File: config.mk
export PLATFORM = sky130hd
export DESIGN_NAME = reg_status_poller
export DESIGN_NICKNAME = d
export VERILOG_FILES = /design/src/rtl/rsp_pkg.sv /design/src/rtl/rsp_poll_timer.sv /design/src/rtl/rsp_bus_reader.sv /design/src/rtl/rsp_fault_splitter.sv /design/src/rtl/reg_status_poller.sv
export SDC_FILE = /design/constraint.sdc
export NUM_CORES = 1
export LEC_CHECK = 0
export ABC_AREA = 1
export ABC_CLOCK_PERIOD_IN_PS = 1500
export BUFFER_PORTS_ARGS = -buffer_cell sky130_fd_sc_hd__buf_2
export CORE_ASPECT_RATIO = 0.8
export CORE_MARGIN = 5
export CORE_UTILIZATION = 52
export DETAILED_ROUTE_END_ITERATION = 16
export GPL_TIMING_DRIVEN = 0
export PLACE_DENSITY = 0.83
export SLEW_MARGIN = 20
export SYNTH_ARGS = -nofsm -noshare
export SYNTH_HDL_FRONTEND = slang
export SYNTH_SLANG_ARGS = --single-unit
export TNS_END_PERCENT = 5
File: constraint.sdc
create_clock -name clk_i -period 1.5 [get_ports clk_i]
set_input_delay 0.3 -clock clk_i [delete_from_list [all_inputs] [get_ports clk_i]]
set_output_delay 0.3 -clock clk_i [all_outputs]
set_load 0.01 [all_outputs]
File: src/rtl/rsp_pkg.sv
package rsp_pkg;
  localparam int STAT_W = 8;
  localparam int IDX_W  = 3;
  localparam logic [7:0] CMD_STATUS = 8'h78;

  typedef enum logic [IDX_W-1:0] {
    ST_OTHER = 3'd0,
    ST_COMM  = 3'd1,
    ST_TEMP  = 3'd2,
    ST_VIN_UV = 3'd3,
    ST_IOUT_OC = 3'd4,
    ST_VOUT_OV = 3'd5,
    ST_OFF   = 3'd6,
    ST_BUSY  = 3'd7
  } stat_bit_e;

  typedef enum logic {
    RD_IDLE = 1'b0,
    RD_WAIT = 1'b1
  } rd_state_e;

  function automatic logic [IDX_W-1:0] lowest_set(input logic [STAT_W-1:0] m);
    logic [IDX_W-1:0] r;
    r = '0;
    for (int i = STAT_W - 1; i >= 0; i--) begin
      if (m[i]) r = IDX_W'(i);
    end
    return r;
  endfunction
endpackage

File: src/rtl/rsp_poll_timer.sv
module rsp_poll_timer #(
  parameter int POLL_CYCLES = 25_000_000
) (
  input  logic clk_i,
  input  logic rst_ni,
  input  logic run_i,
  output logic tick_o
);
  localparam int CNT_W = (POLL_CYCLES > 2) ? $clog2(POLL_CYCLES) : 1;
  localparam logic [CNT_W-1:0] LAST = CNT_W'(POLL_CYCLES - 1);

  logic [CNT_W-1:0] cnt_q;

  assign tick_o = run_i && (cnt_q == LAST);

  always_ff @(posedge clk_i or negedge rst_ni) begin
    if (!rst_ni) begin
      cnt_q <= '0;
    end else if (!run_i || tick_o) begin
      cnt_q <= '0;
    end else begin
      cnt_q <= cnt_q + 1'b1;
    end
  end
endmodule

File: src/rtl/rsp_bus_reader.sv
module rsp_bus_reader
  import rsp_pkg::*;
#(
  parameter int TIMEOUT_CYCLES = 1024
) (
  input  logic              clk_i,
  input  logic              rst_ni,
  input  logic              start_i,
  output logic              rd_req_o,
  output logic [7:0]        rd_cmd_o,
  input  logic              rd_ack_i,
  input  logic              rd_nack_i,
  input  logic [STAT_W-1:0] rd_data_i,
  output logic              done_o,
  output logic [STAT_W-1:0] mask_o,
  output logic              busy_o
);
  localparam int TO_W = $clog2(TIMEOUT_CYCLES + 1);
  localparam logic [TO_W-1:0] TO_LAST = TO_W'(TIMEOUT_CYCLES - 1);
  localparam logic [STAT_W-1:0] COMM_MASK = STAT_W'(1) << ST_COMM;

  rd_state_e      state_q;
  logic [TO_W-1:0] to_cnt_q;
  logic           timed_out;

  assign timed_out = (to_cnt_q == TO_LAST);
  assign rd_req_o  = (state_q == RD_WAIT);
  assign rd_cmd_o  = CMD_STATUS;
  assign busy_o    = (state_q == RD_WAIT);
  assign done_o    = rd_req_o && (rd_ack_i || rd_nack_i || timed_out);
  // ack wins over nack; a failed read reports as one comm fault
  assign mask_o    = rd_ack_i ? rd_data_i : COMM_MASK;

  always_ff @(posedge clk_i or negedge rst_ni) begin
    if (!rst_ni) begin
      state_q  <= RD_IDLE;
      to_cnt_q <= '0;
    end else begin
      unique case (state_q)
        RD_IDLE: begin
          to_cnt_q <= '0;
          if (start_i) state_q <= RD_WAIT;
        end
        RD_WAIT: begin
          if (done_o) begin
            state_q  <= RD_IDLE;
            to_cnt_q <= '0;
          end else begin
            to_cnt_q <= to_cnt_q + 1'b1;
          end
        end
        default: state_q <= RD_IDLE;
      endcase
    end
  end
endmodule

File: src/rtl/rsp_fault_splitter.sv
module rsp_fault_splitter
  import rsp_pkg::*;
#(
  parameter int SEQ_W = 8
) (
  input  logic              clk_i,
  input  logic              rst_ni,
  input  logic              load_i,
  input  logic [STAT_W-1:0] mask_i,
  input  logic              q_full_i,
  output logic              push_o,
  output logic [IDX_W-1:0]  idx_o,
  output logic [SEQ_W-1:0]  seq_o,
  output logic              busy_o
);
  logic [STAT_W-1:0] mask_q;
  logic [SEQ_W-1:0]  seq_q;

  assign busy_o = |mask_q;
  assign push_o = busy_o && !q_full_i;
  assign idx_o  = lowest_set(mask_q);
  assign seq_o  = seq_q;

  always_ff @(posedge clk_i or negedge rst_ni) begin
    if (!rst_ni) begin
      mask_q <= '0;
      seq_q  <= '0;
    end else begin
      if (load_i) begin
        mask_q <= mask_i;
      end else if (push_o) begin
        mask_q <= mask_q & (mask_q - 1'b1);
      end
      if (push_o) seq_q <= seq_q + 1'b1;
    end
  end
endmodule

File: src/rtl/reg_status_poller.sv
module reg_status_poller
  import rsp_pkg::*;
#(
  parameter int POLL_CYCLES    = 25_000_000,
  parameter int TIMEOUT_CYCLES = 1024,
  parameter int SEQ_W          = 8
) (
  input  logic             clk_i,
  input  logic             rst_ni,
  input  logic             poll_en_i,
  input  logic             target_mode_i,
  input  logic             clr_err_i,
  input  logic             ara_done_i,
  output logic             rd_req_o,
  output logic [7:0]       rd_cmd_o,
  input  logic             rd_ack_i,
  input  logic             rd_nack_i,
  input  logic [7:0]       rd_data_i,
  output logic             q_push_o,
  output logic [2:0]       q_idx_o,
  output logic [SEQ_W-1:0] q_seq_o,
  input  logic             q_full_i,
  output logic             err_o,
  output logic             alert_o
);
  logic run, tick, start;
  logic rd_busy, sp_busy;
  logic rd_done;
  logic [STAT_W-1:0] rd_mask;
  logic fault_take;
  logic err_q, pend_q;

  assign run        = poll_en_i && !target_mode_i;
  assign start      = tick && !rd_busy && !sp_busy;
  assign fault_take = rd_done && (|rd_mask);

  rsp_poll_timer #(.POLL_CYCLES(POLL_CYCLES)) u_timer (
    .clk_i  (clk_i),
    .rst_ni (rst_ni),
    .run_i  (run),
    .tick_o (tick)
  );

  rsp_bus_reader #(.TIMEOUT_CYCLES(TIMEOUT_CYCLES)) u_reader (
    .clk_i     (clk_i),
    .rst_ni    (rst_ni),
    .start_i   (start),
    .rd_req_o  (rd_req_o),
    .rd_cmd_o  (rd_cmd_o),
    .rd_ack_i  (rd_ack_i),
    .rd_nack_i (rd_nack_i),
    .rd_data_i (rd_data_i),
    .done_o    (rd_done),
    .mask_o    (rd_mask),
    .busy_o    (rd_busy)
  );

  rsp_fault_splitter #(.SEQ_W(SEQ_W)) u_split (
    .clk_i    (clk_i),
    .rst_ni   (rst_ni),
    .load_i   (fault_take),
    .mask_i   (rd_mask),
    .q_full_i (q_full_i),
    .push_o   (q_push_o),
    .idx_o    (q_idx_o),
    .seq_o    (q_seq_o),
    .busy_o   (sp_busy)
  );

  // set has priority over clear for both flags
  always_ff @(posedge clk_i or negedge rst_ni) begin
    if (!rst_ni) begin
      err_q  <= 1'b0;
      pend_q <= 1'b0;
    end else begin
      if (fault_take)     err_q <= 1'b1;
      else if (clr_err_i) err_q <= 1'b0;
      if (fault_take)      pend_q <= 1'b1;
      else if (ara_done_i) pend_q <= 1'b0;
    end
  end

  assign err_o   = err_q;
  assign alert_o = target_mode_i && pend_q;
endmodule

After elaboration in Yosys (flattened, before gate mapping)
Cells that the tools add are included.
- bits in registers: 55
- logic and storage cells: 57
- output and inout bits: 23
- bitwise logic cells: 2
- equality and inequality tests: 2
- reductions and logical operators: 21
- add/subtract/negate cells: 4
- mux-type cells: 21
- operators with widths (cell ; number):
    $add 25x1->25 const B ; 1
    $eq 25x25->1 const B ; 1
    $mux 25 ; 1
    $mux 3 ; 8
    $mux 8 ; 3
    $pmux 11 s2 ; 1
    $reduce_or 8->1 ; 2
    $add 11x1->11 const B ; 1
    $eq 11x10->1 const B ; 1
    $mux 11 ; 1
    $add 8x1->8 const B ; 1
    $and 8x8->8 ; 1
    $logic_and 1x1->1 ; 8
    $sub 8x1->8 const B ; 1
    $mux 1 ; 6
    $reduce_bool 2->1 ; 3
    $logic_not 1->1 ; 5
    $logic_or 1x1->1 ; 3
    $pmux 1 s2 ; 1
    $not 1->1 ; 1

Depth between registers and ports, before layout
Gate-level depths: netlist of the first run.
- word-level depth: 8
- depth in mapped cells: 10
- gate-level depth less buffers: 9

Hierarchy
A second synthesis of the first run with hierarchy kept.
- cell total of the unflattened synthesis: 470
- area, all modules: 3335.7 sq um
- by module, submodules not included (module ; area each (sq um) ; instances ; cells each):
    rsp_poll_timer ; 1478.9 ; 1 ; 212
    rsp_fault_splitter ; 982.2 ; 1 ; 135
    rsp_bus_reader ; 744.5 ; 1 ; 102
    reg_status_poller ; 130.1 ; 1 ; 21

Least setup slack after synthesis of the first run
OpenSTA, ideal clock, no wires.
- kind: register to register
- start point: register u_timer.cnt_q[0]
- end point: register u_timer.cnt_q[19]
- stages on the path, launching flop included: 10
- arrival: 1.349 ns
- period minus slack after synthesis: 1.469 ns
- setup slack: 0.031 ns
- required time: 1.380 ns
- library setup time: 0.120 ns
- cells stage by stage: dfrtp_1 -> ha_1 -> inv_2 -> nor2_4 -> nand3b_1 -> nor2_1 -> nand2_1 -> nand2_4 -> buf_6 -> nor2_1
- longest elaborated chain between the ends: 4
- elaborated cells between the ends (all ways): 5
- classes of those cells: add/sub (1); eq/ne (1); mux (1); reduce/logical (2)
- ends and longest elaborated chain (item ; RTL line ; RTL):
    start: declaration ; rsp_poll_timer.sv:12 ; logic [CNT_W-1:0] cnt_q;
    start signal: assignment ; rsp_poll_timer.sv:22 ; cnt_q <= cnt_q + 1'b1;
    branches (longest 3 deep; another with $add 25x1->25) ; n/a ;
    $mux 25 * ; rsp_poll_timer.sv:19 ; end else if (!run_i || tick_o) begin
Every way passes the cells marked *.
A chain may end at the register's enable or synchronous reset.

Worst setup path in the final report of the first run
- start point: register u_split.mask_q[5]
- end point: output q_idx_o[1]
- longest elaborated chain between the ends: 6
- ends and longest elaborated chain (item ; RTL line ; RTL):
    start: declaration ; rsp_fault_splitter.sv:16 ; logic [STAT_W-1:0] mask_q;
    start signal: assignment ; rsp_fault_splitter.sv:30 ; mask_q <= mask_i;
    start signal: assignment ; rsp_fault_splitter.sv:32 ; mask_q <= mask_q & (mask_q - 1'b1);
    $mux 3 (6 in a row) ; rsp_pkg.sv:26 ; if (m[i]) r = IDX_W'(i);
    end: declaration ; reg_status_poller.sv:20 ; output logic [2:0] q_idx_o,
Every way passes these cells.

==> metrics, run 1 <==
RSZ-0062 raised after global routing=yes; worst rel slew slack=between 50% and 60%; path depth of the worst reg2reg path=10; # port buffers=30; data arrival time of the worst path=1.39 ns; Tcrit/Tclk final=113%; Post-Place Cells=between 500 and 600; die outline height=80.0 microns; Initial DRC Count=approximately 180; netlist area before placement=3190 sq um; LEAKAGE=approximately 1.8 nW; Yosys reg bits=55; TritonCTS Buffers=5; # fillers=between 400 and 500; via count=around 3000; core area=between 5000 and 6000 sq um; worst clock skew=approximately 0.0045 ns; initial antenna violation count=0; hold violation count in the final report=0; Max Cap Viol=0; wire length of the first global-routing pass=12.1 mm; layout overhead on the synthesized area=20.3%; # diodes=0; minimum setup slack among reg-to-reg paths=-0.11 ns; sequential fraction of the synthesis area=between 40% and 50%; residual antenna-violating net count after detailed routing=0; area fraction of the dominant cell type after synthesis=between 40 and 50%; number of max-slew violations in the final report=0; total half-perimeter wirelength after legalization and detailed placement=5.25 mm; number of distinct library cells after synthesis=30; sum of routed wire length over all layers=roughly 7.7 mm; largest net degree at the start of global routing=56; worst min-delay path class=primary input to asynchronous set/reset pin; slew at the pin closest to its max-slew limit=around 0.69 ns; average vias per placed instance=slightly above 5; source-to-sink clock delay at the later pin of the worst-skew pair=between 0.3 and 0.4 ns; share of final-layout standard cells stronger than drive strength 1=a little over a fifth; count of flip-flops with a built-in enable after synthesis=0; die extent in x=~98 microns; power density normalized to cell area=742 nW/um^2; status=complete, but fails checks; Tot GR Track Use=roughly a fifth; CTS tree=built; most area-hungry cell type in the Yosys netlist=sky130_fd_sc_hd__dfrtp_1; Final Critical Period=1.69 ns; required time at the endpoint of the critical path=roughly 1.2 ns; leading register cell type out of synthesis=sky130_fd_sc_hd__dfrtp_1; hold slack=0.0202 ns; Synth async-reset ratio=100%; count of yosys warnings during synthesis=0; DRC viols=0; worst reg2reg path startpoint=u_reader.to_cnt_q[0]; CTS Hold Buffers Added=0; core utilization of the finished layout=64.5%; crit path kind=register to primary output; number of ports placed on the die boundary=40; initial standard-cell utilization of the core=53.6%; routability congestion estimate from global placement=between 0.8 and 0.9; clock-pin slew of the registers on the worst-case setup and hold paths=approximately 0.10 ns; worst flop-to-flop path endpoint=u_split.mask_q[6]; highest fanout seen on the critical path=3; routed wirelength normalized by instance count=about 13 microns; highest ir drop seen on vdd=around 430 uV; Die Footprint=roughly 7800 sq um; startpoint type of the worst setup path=register; capturing element type of the critical path=primary output; syn avg cell area=7.28 sq um; number of clock sinks=55; leading cell types by total area after synthesis=sky130_fd_sc_hd__dfrtp_1 (43%), sky130_fd_sc_hd__nand2_1 (14%), sky130_fd_sc_hd__nor2_1 (11%), sky130_fd_sc_hd__inv_1 (5.5%), sky130_fd_sc_hd__nand3_1 (4.7%); Final setup violation count=33; number of rows created at floorplan=25; number of global-route vias before repair=between 2000 and 3000; fin nets=520; number of cells in the finished layout apart from fillers=581; largest buffer count on any clock path=2; Fmax=592 MHz; worst-case setup margin in the final layout=-0.189 ns; library cell used as clock root buffer=sky130_fd_sc_hd__clkbuf_8; violated checks=setup timing; number of instances in the synthesized netlist=roughly 440; drt first pass iters=5; gr ovfl total=0; CTS H-tree lvls=2
## final cells by class
class	instances	area, sq um	share of cell area (%)
Buffer	14	125	3.26
Clock buffer	6	82.6	2.15
Clock inverter	1	5.00	0.131
Inverter	48	183	4.76
Multi-Input combinational cell	328	1650	43.0
Sequential cell	55	1380	35.9
Tap cell	81	101	2.64
Timing Repair Buffer	48	312	8.12
## report_power, final
group / internal [mW] / switching (mW)
Combinational: 0.169 / 0.231
Sequential: 1.54 / 0.0679
Clock: 0.364 / 0.474
Total: 2.07 / 0.773
## how the worst max path moves through the flow
stage / end / depth (start not counted) / from
2_1_floorplan: u_timer.cnt_q[19] / 9 / u_timer.cnt_q[0]
3_3_place_gp: u_timer.cnt_q[21] / 9 / u_timer.cnt_q[0]
3_5_place_dp: u_timer.cnt_q[15] / 9 / u_timer.cnt_q[0]
4_1_cts: q_idx_o[0] / 6 / u_split.mask_q[6]
5_1_grt: u_split.mask_q[6] / 10 / u_reader.to_cnt_q[0]
6_report: q_idx_o[1] / 5 / u_split.mask_q[5]
## state kept, by name, indices dropped and copies added (netlist names)
name               count
u_reader.busy_o        1
u_timer.cnt_q         25
err_o                  1
u_split.seq_o          8
pend_q                 1
u_reader.to_cnt_q     11
u_split.mask_q         8
## synth_stat cells, types with 3 or more instances
| master | number |
|---|---|
| sky130_fd_sc_hd__nor2_4 | 3 |
| sky130_fd_sc_hd__o21ai_0 | 5 |
| sky130_fd_sc_hd__ha_1 | 3 |
| sky130_fd_sc_hd__inv_1 | 47 |
| sky130_fd_sc_hd__xor2_1 | 15 |
| sky130_fd_sc_hd__nand3b_1 | 3 |
| sky130_fd_sc_hd__xnor2_1 | 8 |
| sky130_fd_sc_hd__nand2_1 | 117 |
| sky130_fd_sc_hd__dfrtp_1 | 55 |
| sky130_fd_sc_hd__nor2_1 | 97 |
| sky130_fd_sc_hd__a21oi_1 | 7 |
| sky130_fd_sc_hd__buf_4 | 9 |
| sky130_fd_sc_hd__nand4_1 | 11 |
| sky130_fd_sc_hd__buf_6 | 3 |
| sky130_fd_sc_hd__nor3_1 | 6 |
| sky130_fd_sc_hd__nand3_1 | 30 |
## metal layers
layer	global-route usage (%)	part of all wire, %	wire length (microns)	vias up
met5	0	0	0	-
met4	6.78	1.8	138	0
met3	4.45	6.9	530	21
met2	31.7	48	3650	114
met1	24.3	44	3340	1390
li1	-	-	-	1469
## critical path, cell delays in order, from the launching register on
cell	delay [ns]
sky130_fd_sc_hd__dfrtp_1	0.44
sky130_fd_sc_hd__nor2_2	0.18
sky130_fd_sc_hd__buf_4	0.14
sky130_fd_sc_hd__nand2_1	0.06
sky130_fd_sc_hd__a21oi_2	0.12
sky130_fd_sc_hd__buf_2	0.14
## stage by stage
stage | area (sq um) | total power, mW | setup WS [ns] | setup TNS (ns)
after floorplan | 3210 | 1.84 | 0.0307 | 0
after global placement | 3460 | 1.97 | -0.224 | -4.72
after detailed placement | 3460 | 1.99 | -0.236 | -5.39
after CTS | 3670 | 2.84 | -0.114 | -1.29
after global routing | 3830 | 2.97 | -0.255 | -7.18
final | 3830 | 2.85 | -0.189 | -1.85
## cell usage in the layout, fill, tap and decap left out, types with 3 or more instances in the layout
master                     Yosys  routed
sky130_fd_sc_hd__buf_8         0       3
sky130_fd_sc_hd__buf_2         1      29
sky130_fd_sc_hd__nand2_1     117     111
sky130_fd_sc_hd__o21ai_2       0       3
sky130_fd_sc_hd__conb_1        2       8
sky130_fd_sc_hd__nor2_2        2       8
sky130_fd_sc_hd__clkbuf_8      0       6
sky130_fd_sc_hd__nor3_1        6       6
sky130_fd_sc_hd__nand2_2       2       9
sky130_fd_sc_hd__buf_4         9      26
sky130_fd_sc_hd__xnor2_1       8       8
sky130_fd_sc_hd__nor2_1       97      89
sky130_fd_sc_hd__dfrtp_1      55      54
sky130_fd_sc_hd__a21oi_1       7       5
sky130_fd_sc_hd__nand4_1      11      11
sky130_fd_sc_hd__nand3b_1      3       3
sky130_fd_sc_hd__nor2_4        3       5
sky130_fd_sc_hd__inv_1        47      45
sky130_fd_sc_hd__nand3_1      30      29
sky130_fd_sc_hd__xor2_1       15      15
## logic make-up after synthesis
family / synth area share, %
other cells: 0.236
buf+inv: 9.10
fa+ha+maj: 1.18
xor+xnor: 6.32
compound gates: 2.71
simple gates: 37.3
flops: 43.2
## repair_timing
| item | in CTS | in global routing |
|---|---|---|
| endpoints found under the setup margin | 47 | 55 |
| setup buffers | 8 | 9 |
| resized for setup | 18 | 21 |
| gates cloned | 0 | 2 |
| pin swaps | 15 | 5 |
| endpoints found under the hold margin | 0 | 0 |
(Power assumes the default switching activity.)
==> inputs of run 2 (changes only) <==
--- a/config.mk
+++ b/config.mk
@@ -5,15 +5,14 @@
 export SDC_FILE = /design/constraint.sdc
 export NUM_CORES = 1
 export LEC_CHECK = 0
-export ABC_AREA = 1
 export ABC_CLOCK_PERIOD_IN_PS = 1500
 export BUFFER_PORTS_ARGS = -buffer_cell sky130_fd_sc_hd__buf_2
 export CORE_ASPECT_RATIO = 0.8
 export CORE_MARGIN = 5
-export CORE_UTILIZATION = 52
+export CORE_UTILIZATION = 51
 export DETAILED_ROUTE_END_ITERATION = 16
 export GPL_TIMING_DRIVEN = 0
-export PLACE_DENSITY = 0.83
+export PLACE_DENSITY = 0.82
 export SLEW_MARGIN = 20
 export SYNTH_ARGS = -nofsm -noshare
 export SYNTH_HDL_FRONTEND = slang
==> metrics, run 2 <==
status=complete, but fails checks; violated checks=setup timing; largest reg by FF count=u_timer.cnt_q; crit path kind=register to register; Die Footprint=7120 sq um; initial standard-cell utilization of the core=a little over half; hold violation count in the final report=0; leading cell type by number of instances after synthesis=sky130_fd_sc_hd__dfrtp_1; CTS Hold Buffers Added=0; syn avg cell area=roughly 9.7 sq um; post-synthesis share of cell area spent on and, or, nand and nor gates=between 20 and 25%; power density normalized to cell area=slightly below 700 nW/um^2; count of yosys warnings during synthesis=0; Max Cap Viol=0; TritonCTS Buffers=5; LEAKAGE=around 1.5 nW; average vias per placed instance=~5.7; share of final-layout standard cells stronger than drive strength 1=32.6%; number of distinct library cells after synthesis=between 40 and 50; leading cell types by total area after synthesis=sky130_fd_sc_hd__dfrtp_1 (49%), sky130_fd_sc_hd__xnor2_1 (5.3%), sky130_fd_sc_hd__nor2_1 (3.9%), sky130_fd_sc_hd__nand2_1 (3.3%), sky130_fd_sc_hd__mux2i_1 (2.8%); Final Critical Period=around 1.9 ns; registers with the highest flip-flop counts=u_timer.cnt_q: 25 flops, u_reader.to_cnt_q: 11 flops; drt first pass iters=4; Levels on crit path=5; share of the synthesized area in compound gates (AO/OA/AOI/OAI)=slightly above 8%; most frequent standard cell in the layout excluding fill and tap cells=sky130_fd_sc_hd__dfrtp_1; number of global-route vias before repair=2274; sum of internal, switching and leakage power=2.41 mW; worst rel slew slack=between 50% and 60%; sum of routed wire length over all layers=around 6.4 mm; worst reg2reg path startpoint=u_timer.cnt_q[10]; required time at the endpoint of the critical path=approximately 1.7 ns; # port buffers=30; commonest cells in the netlist=sky130_fd_sc_hd__dfrtp_1 (55), sky130_fd_sc_hd__nor2_1 (29), sky130_fd_sc_hd__nand2_1 (25); largest family of logic cells by synthesized area=simple AND/OR/NAND/NOR gates; largest buffer count on any clock path=2; RSZ-0062 raised after global routing=yes; post-detailed-placement cell area=approximately 3100 sq um; # diodes=0; routed wirelength normalized by instance count=roughly 16 microns; slew at the pin closest to its max-slew limit=~0.68 ns; data arrival time of the worst path=2.09 ns; die outline height=~76 microns; Yosys reg bits=between 50 and 60; highest ir drop seen on vdd=about 500 uV; largest net degree at the start of global routing=56; clock-pin slew of the registers on the worst-case setup and hold paths=approximately 0.1 ns; routability congestion estimate from global placement=0.862; count of flip-flops with a built-in enable after synthesis=0; gr ovfl total=0; die extent in x=around 93 microns; cell area after layout=roughly 3500 sq um; startpoint type of the worst setup path=register; Worst setup startpoint=u_timer.cnt_q[10]; path depth of the worst reg2reg path=5; residual antenna-violating net count after detailed routing=0; number of cells in the finished layout apart from fillers=between 400 and 500; sequential fraction of the synthesis area=a little under 50%; number of instances in the synthesized netlist=289; post-synthesis mux area share=roughly 3.2%; fin nets=366; post-synthesis share of cell area spent on full adders, half adders and majority gates=around 1.3%; highest-delay cell along the critical path=sky130_fd_sc_hd__or4_4; Tcrit/Tclk final=124%; area fraction of the dominant cell type after synthesis=approximately 49%; largest incremental delay on the critical path=between 0.5 and 0.6 ns; highest fanout seen on the critical path=10; Final setup violation count=50; Initial DRC Count=around 180; aggregate negative setup slack=-8.96 ns; number of rows created at floorplan=24; core area=between 5000 and 6000 sq um; most area-hungry cell type in the Yosys netlist=sky130_fd_sc_hd__dfrtp_1; Critical Path, Cell by Cell=nand3_2 -> or4_4 -> buf_6 -> or3_4 -> a21oi_2; netlist area before placement=2820 sq um; met2 Usage GRT=29.5%; number of clock sinks=55; M3 GR Usage=between 3 and 4%; number of max-slew violations in the final report=0; Synth async-reset ratio=100%; crit path buf inv count=1; wire length of the first global-routing pass=between 10 and 15 mm; CTS H-tree lvls=2; xor/xnor share of the synthesized area=about 8.1%; layout overhead on the synthesized area=24.6%; worst min-delay path class=primary input to asynchronous set/reset pin; commonest non-fill, non-tap cells in the layout=sky130_fd_sc_hd__dfrtp_1 (45), sky130_fd_sc_hd__buf_2 (28), sky130_fd_sc_hd__buf_4 (26); total half-perimeter wirelength after legalization and detailed placement=about 4.1 mm; most congested layer reported by global routing=met2; capturing element type of the critical path=register; worst-case setup margin in the final layout=-0.354 ns; worst setup slack before clock tree synthesis=-0.587 ns; initial antenna violation count=0; source-to-sink clock delay at the later pin of the worst-skew pair=approximately 0.3 ns; DRC viols=0; met1 usage in global routing=between 20% and 30%; Fmax=approximately 540 MHz; CTS tree=built; Tot GR Track Use=18.3%; delay-heaviest family, CP=simple AND/OR/NAND/NOR gates; worst clock skew=approximately 0.0096 ns; Post-Place Cells=390; via count=2339; number of ports placed on the die boundary=40; max FFs per register=25; leading register cell type out of synthesis=sky130_fd_sc_hd__dfrtp_1; library cell used as clock root buffer=sky130_fd_sc_hd__clkbuf_8
run 2: cell count changes after synthesis, sizes merged, moves of 7 or more:
cell and change:
nand2 -96, nor2 -73, inv -38, nand3 -15, xnor2 +9, mux2i +8, nor4 +8, a21oi +7
or4 +7
run 2: through the flow:
step / hold slack, ns / utilization, %
finish: 0.0342 / 64.9
global route: 0.102 / 64.9
CTS: 0.0565 / 62.6
detailed placement: 0.388 / 57.3
global placement: 0.456 / 57.3
floorplan: 0.00441 / -
run 2: repair_timing:
action | 4_1_cts | 5_1_grt
pin swaps | 20 | 11
setup buffers | 9 | 5
gates cloned | 1 | 0
setup endpoints to repair | 59 | 56
gates resized for setup | 37 | 26
run 2: path summary, 6_finish.rpt:
path | slack, ns | endpoint
max | -0.35 | u_timer.cnt_q[13]
min | 0.03 | u_timer.cnt_q[13]
max reg2reg | -0.35 | u_timer.cnt_q[13]
min reg2reg | 0.47 | u_split.seq_o[7]
max in group asynchronous | 0.97 | u_timer.cnt_q[0]
min in group clk_i | 0.17 | pend_q
run 2: cell type report:
class,instances,area [sq um]
Fill cell,423,1900
Multi-Input combinational cell,213,1510
Sequential cell,55,1390
Timing Repair Buffer,45,284
Buffer,16,128
Tap cell,65,81.3
Clock buffer,7,76.3
Inverter,10,37.5
Clock inverter,1,5.00
run 2: logic make-up after synthesis:
family | after synthesis
AO/OA/AOI/OAI | 39
XOR/XNOR | 26
adder cells (fa/ha/maj) | 3
buffers and inverters | 27
flip-flops | 55
multiplexers | 9
other | 2
AND/OR/NAND/NOR | 128
run 2: where the power goes:
| group | switching (mW) | leakage, nW | internal [mW] | total (mW) |
|---|---|---|---|---|
| combinational | 0.0830 | 0.724 | 0.0507 | 0.134 |
| clock | 0.455 | 0.0422 | 0.329 | 0.785 |
| sequential | 0.00545 | 0.749 | 1.49 | 1.49 |
run 2: routing by layer:
layer	wire length, microns	share of wire (%)	vias to the layer above
met5	0	0	-
met4	38	0.59	0
met3	319	5.0	4
met2	3160	49	67
met1	2890	45	1143
li1	-	-	1125
==> inputs of run 3 (changes only) <==
==> constraint.sdc (replaced) <==
create_clock -name clk_i -period 1.5 [get_ports clk_i]
set_input_delay 0.3 -clock clk_i [delete_from_list [all_inputs] [get_ports clk_i]]
set_output_delay 0.3 -clock clk_i [all_outputs]
set_load 0.1 [all_outputs]
==> metrics, run 3 (synthesized netlist as in run 2, its figures left out) <==
status=complete, but fails checks; violated checks=setup timing; required time at the endpoint of the critical path=1.73 ns; CTS tree=built; Final setup violation count=51; path depth of the worst reg2reg path=5; core utilization of the finished layout=between 60% and 70%; met2 Usage GRT=roughly a third; M3 GR Usage=5.23%; TritonCTS Buffers=5; worst flop-to-flop path endpoint=u_timer.cnt_q[17]; highest fanout seen on the critical path=10; Fmax=522 MHz; number of max-slew violations in the final report=0; number of rows created at floorplan=24; Tcrit/Tclk final=128%; last element of the critical path=u_timer.cnt_q[17]; die outline height=76.5 microns; clock-pin slew of the registers on the worst-case setup and hold paths=approximately 0.1 ns; Die Footprint=between 7000 and 8000 sq um; gr ovfl total=0; worst rel slew slack=a little over half; largest incremental delay on the critical path=just under 0.6 ns; number of cells in the finished layout apart from fillers=410; most congested layer reported by global routing=met2; CTS Hold Buffers Added=0; DRC viols=0; registers with the highest flip-flop counts=u_timer.cnt_q: 25 flops, u_reader.to_cnt_q: 11 flops; met1 usage in global routing=24.9%; total half-perimeter wirelength after legalization and detailed placement=4.25 mm; largest net degree at the start of global routing=56; fin nets=roughly 360; crit path kind=register to register; power density normalized to cell area=about 750 nW/um^2; minimum setup slack among reg-to-reg paths=-0.42 ns; storage element area=1390 sq um; largest buffer count on any clock path=2; number of global-route vias before repair=2305; RSZ-0062 raised after global routing=yes; # diodes=0; layout overhead on the synthesized area=27.9%; CTS H-tree lvls=2; Initial DRC Count=about 170; multi-input combinational cell area=around 1500 sq um; Final Critical Period=approximately 1.9 ns; number of clock sinks=between 50 and 60; max FFs per register=25; worst-case setup margin in the final layout=-0.417 ns; Tot GR Track Use=approximately a fifth; share of final-layout standard cells stronger than drive strength 1=33.0%; worst min-delay path class=primary input to asynchronous set/reset pin; initial antenna violation count=0; routed wirelength normalized by instance count=16.0 microns; worst reg2reg path startpoint=u_timer.cnt_q[3]; Critical Path, Cell by Cell=nand3_4 -> or4_4 -> buf_6 -> or3_1 -> a21oi_1; highest-delay cell along the critical path=sky130_fd_sc_hd__or4_4; # fillers=between 300 and 400; startpoint type of the worst setup path=register; wire length of the first global-routing pass=11.1 mm; via count=approximately 2300; routability congestion estimate from global placement=approximately 0.82; residual antenna-violating net count after detailed routing=0; die extent in x=93.1 microns; data arrival time of the worst path=between 2 and 2.5 ns; hold violation count in the final report=0; slew at the pin closest to its max-slew limit=approximately 0.7 ns; source-to-sink clock delay at the later pin of the worst-skew pair=0.31 ns; Worst setup startpoint=u_timer.cnt_q[3]; Max Cap Viol=0; number of ports placed on the die boundary=40; capturing element type of the critical path=register; # port buffers=30; initial standard-cell utilization of the core=between 50 and 60%; commonest non-fill, non-tap cells in the layout=sky130_fd_sc_hd__dfrtp_1 (41), sky130_fd_sc_hd__nand2_1 (25), sky130_fd_sc_hd__buf_4 (24); library cell used as clock root buffer=sky130_fd_sc_hd__clkbuf_8; sum of routed wire length over all layers=around 6.5 mm; drt first pass iters=4; LEAKAGE=1.53 nW; most frequent standard cell in the layout excluding fill and tap cells=sky130_fd_sc_hd__dfrtp_1; core area=around 5400 sq um; average vias per placed instance=between 5 and 6; Post-Place Cells=between 300 and 400; worst clock skew=0.0124 ns; largest reg by FF count=u_timer.cnt_q; highest ir drop seen on vdd=~400 uV
## run 3: area by class of cell
| type | instances | share of cell area, % |
|---|---|---|
| Timing Repair Buffer | 42 | 8.90 |
| Tap cell | 65 | 2.26 |
| Clock buffer | 5 | 1.91 |
| Multi-Input combinational cell | 213 | 42.1 |
| Sequential cell | 55 | 38.7 |
| Inverter | 10 | 1.04 |
| Clock inverter | 3 | 1.22 |
| Buffer | 17 | 3.89 |
## run 3: report_power, final
part,internal (mW),total (mW),switching (mW),leakage [nW]
registers,1.49,1.49,0.00554,0.742
logic,0.0514,0.222,0.170,0.730
clock network,0.498,0.986,0.488,0.0581
total,2.03,2.70,0.664,1.53
## run 3: through the flow
step | TNS (ns) | total power, mW | hold slack, ns | setup slack [ns] | instance area, sq um
detailed placement | -26.78 | 1.73 | 0.393 | -0.760 | 3170
CTS | -14.50 | 2.72 | 0.0443 | -0.410 | 3500
global placement | -23.02 | 1.73 | 0.451 | -0.675 | 3160
global route | -16.45 | 2.82 | 0.0629 | -0.490 | 3600
finish | -12.88 | 2.70 | 0.0193 | -0.417 | 3600
floorplan | -10.38 | 1.66 | 0.00441 | -0.326 | 2930
## run 3: how the worst min path moves through the flow
stage | slack, ns | to | depth (start not counted) | startpoint
after floorplan | 0.004 | err_o | 0 | rst_ni
after global placement | 0.45 | u_split.seq_o[7] | 1 | u_split.seq_o[7]
after detailed placement | 0.39 | u_timer.cnt_q[11] | 1 | rst_ni
after CTS | 0.04 | u_timer.cnt_q[18] | 1 | rst_ni
after global routing | 0.06 | u_timer.cnt_q[18] | 1 | rst_ni
final | 0.02 | u_timer.cnt_q[18] | 1 | rst_ni
## run 3: what timing repair did
item	4_1_cts	5_1_grt
setup endpoints to repair	61	57
gates resized for setup	46	29
setup buffers	10	2
pin swaps	12	6
## run 3: per-layer routing
layer | vias to the layer above | share of wire, %
li1 | 1117 | -
met1 | 1152 | 44
met2 | 55 | 51
met3 | 7 | 4.3
met4 | 0 | 0.99
met5 | - | 0
## run 3: critical path: cells and delay by family (launching register included)
kind / cells / cell delay, ns
compound gates: 1 / 0.16
buf+inv: 1 / 0.17
flops: 1 / 0.47
simple gates: 3 / 1.04
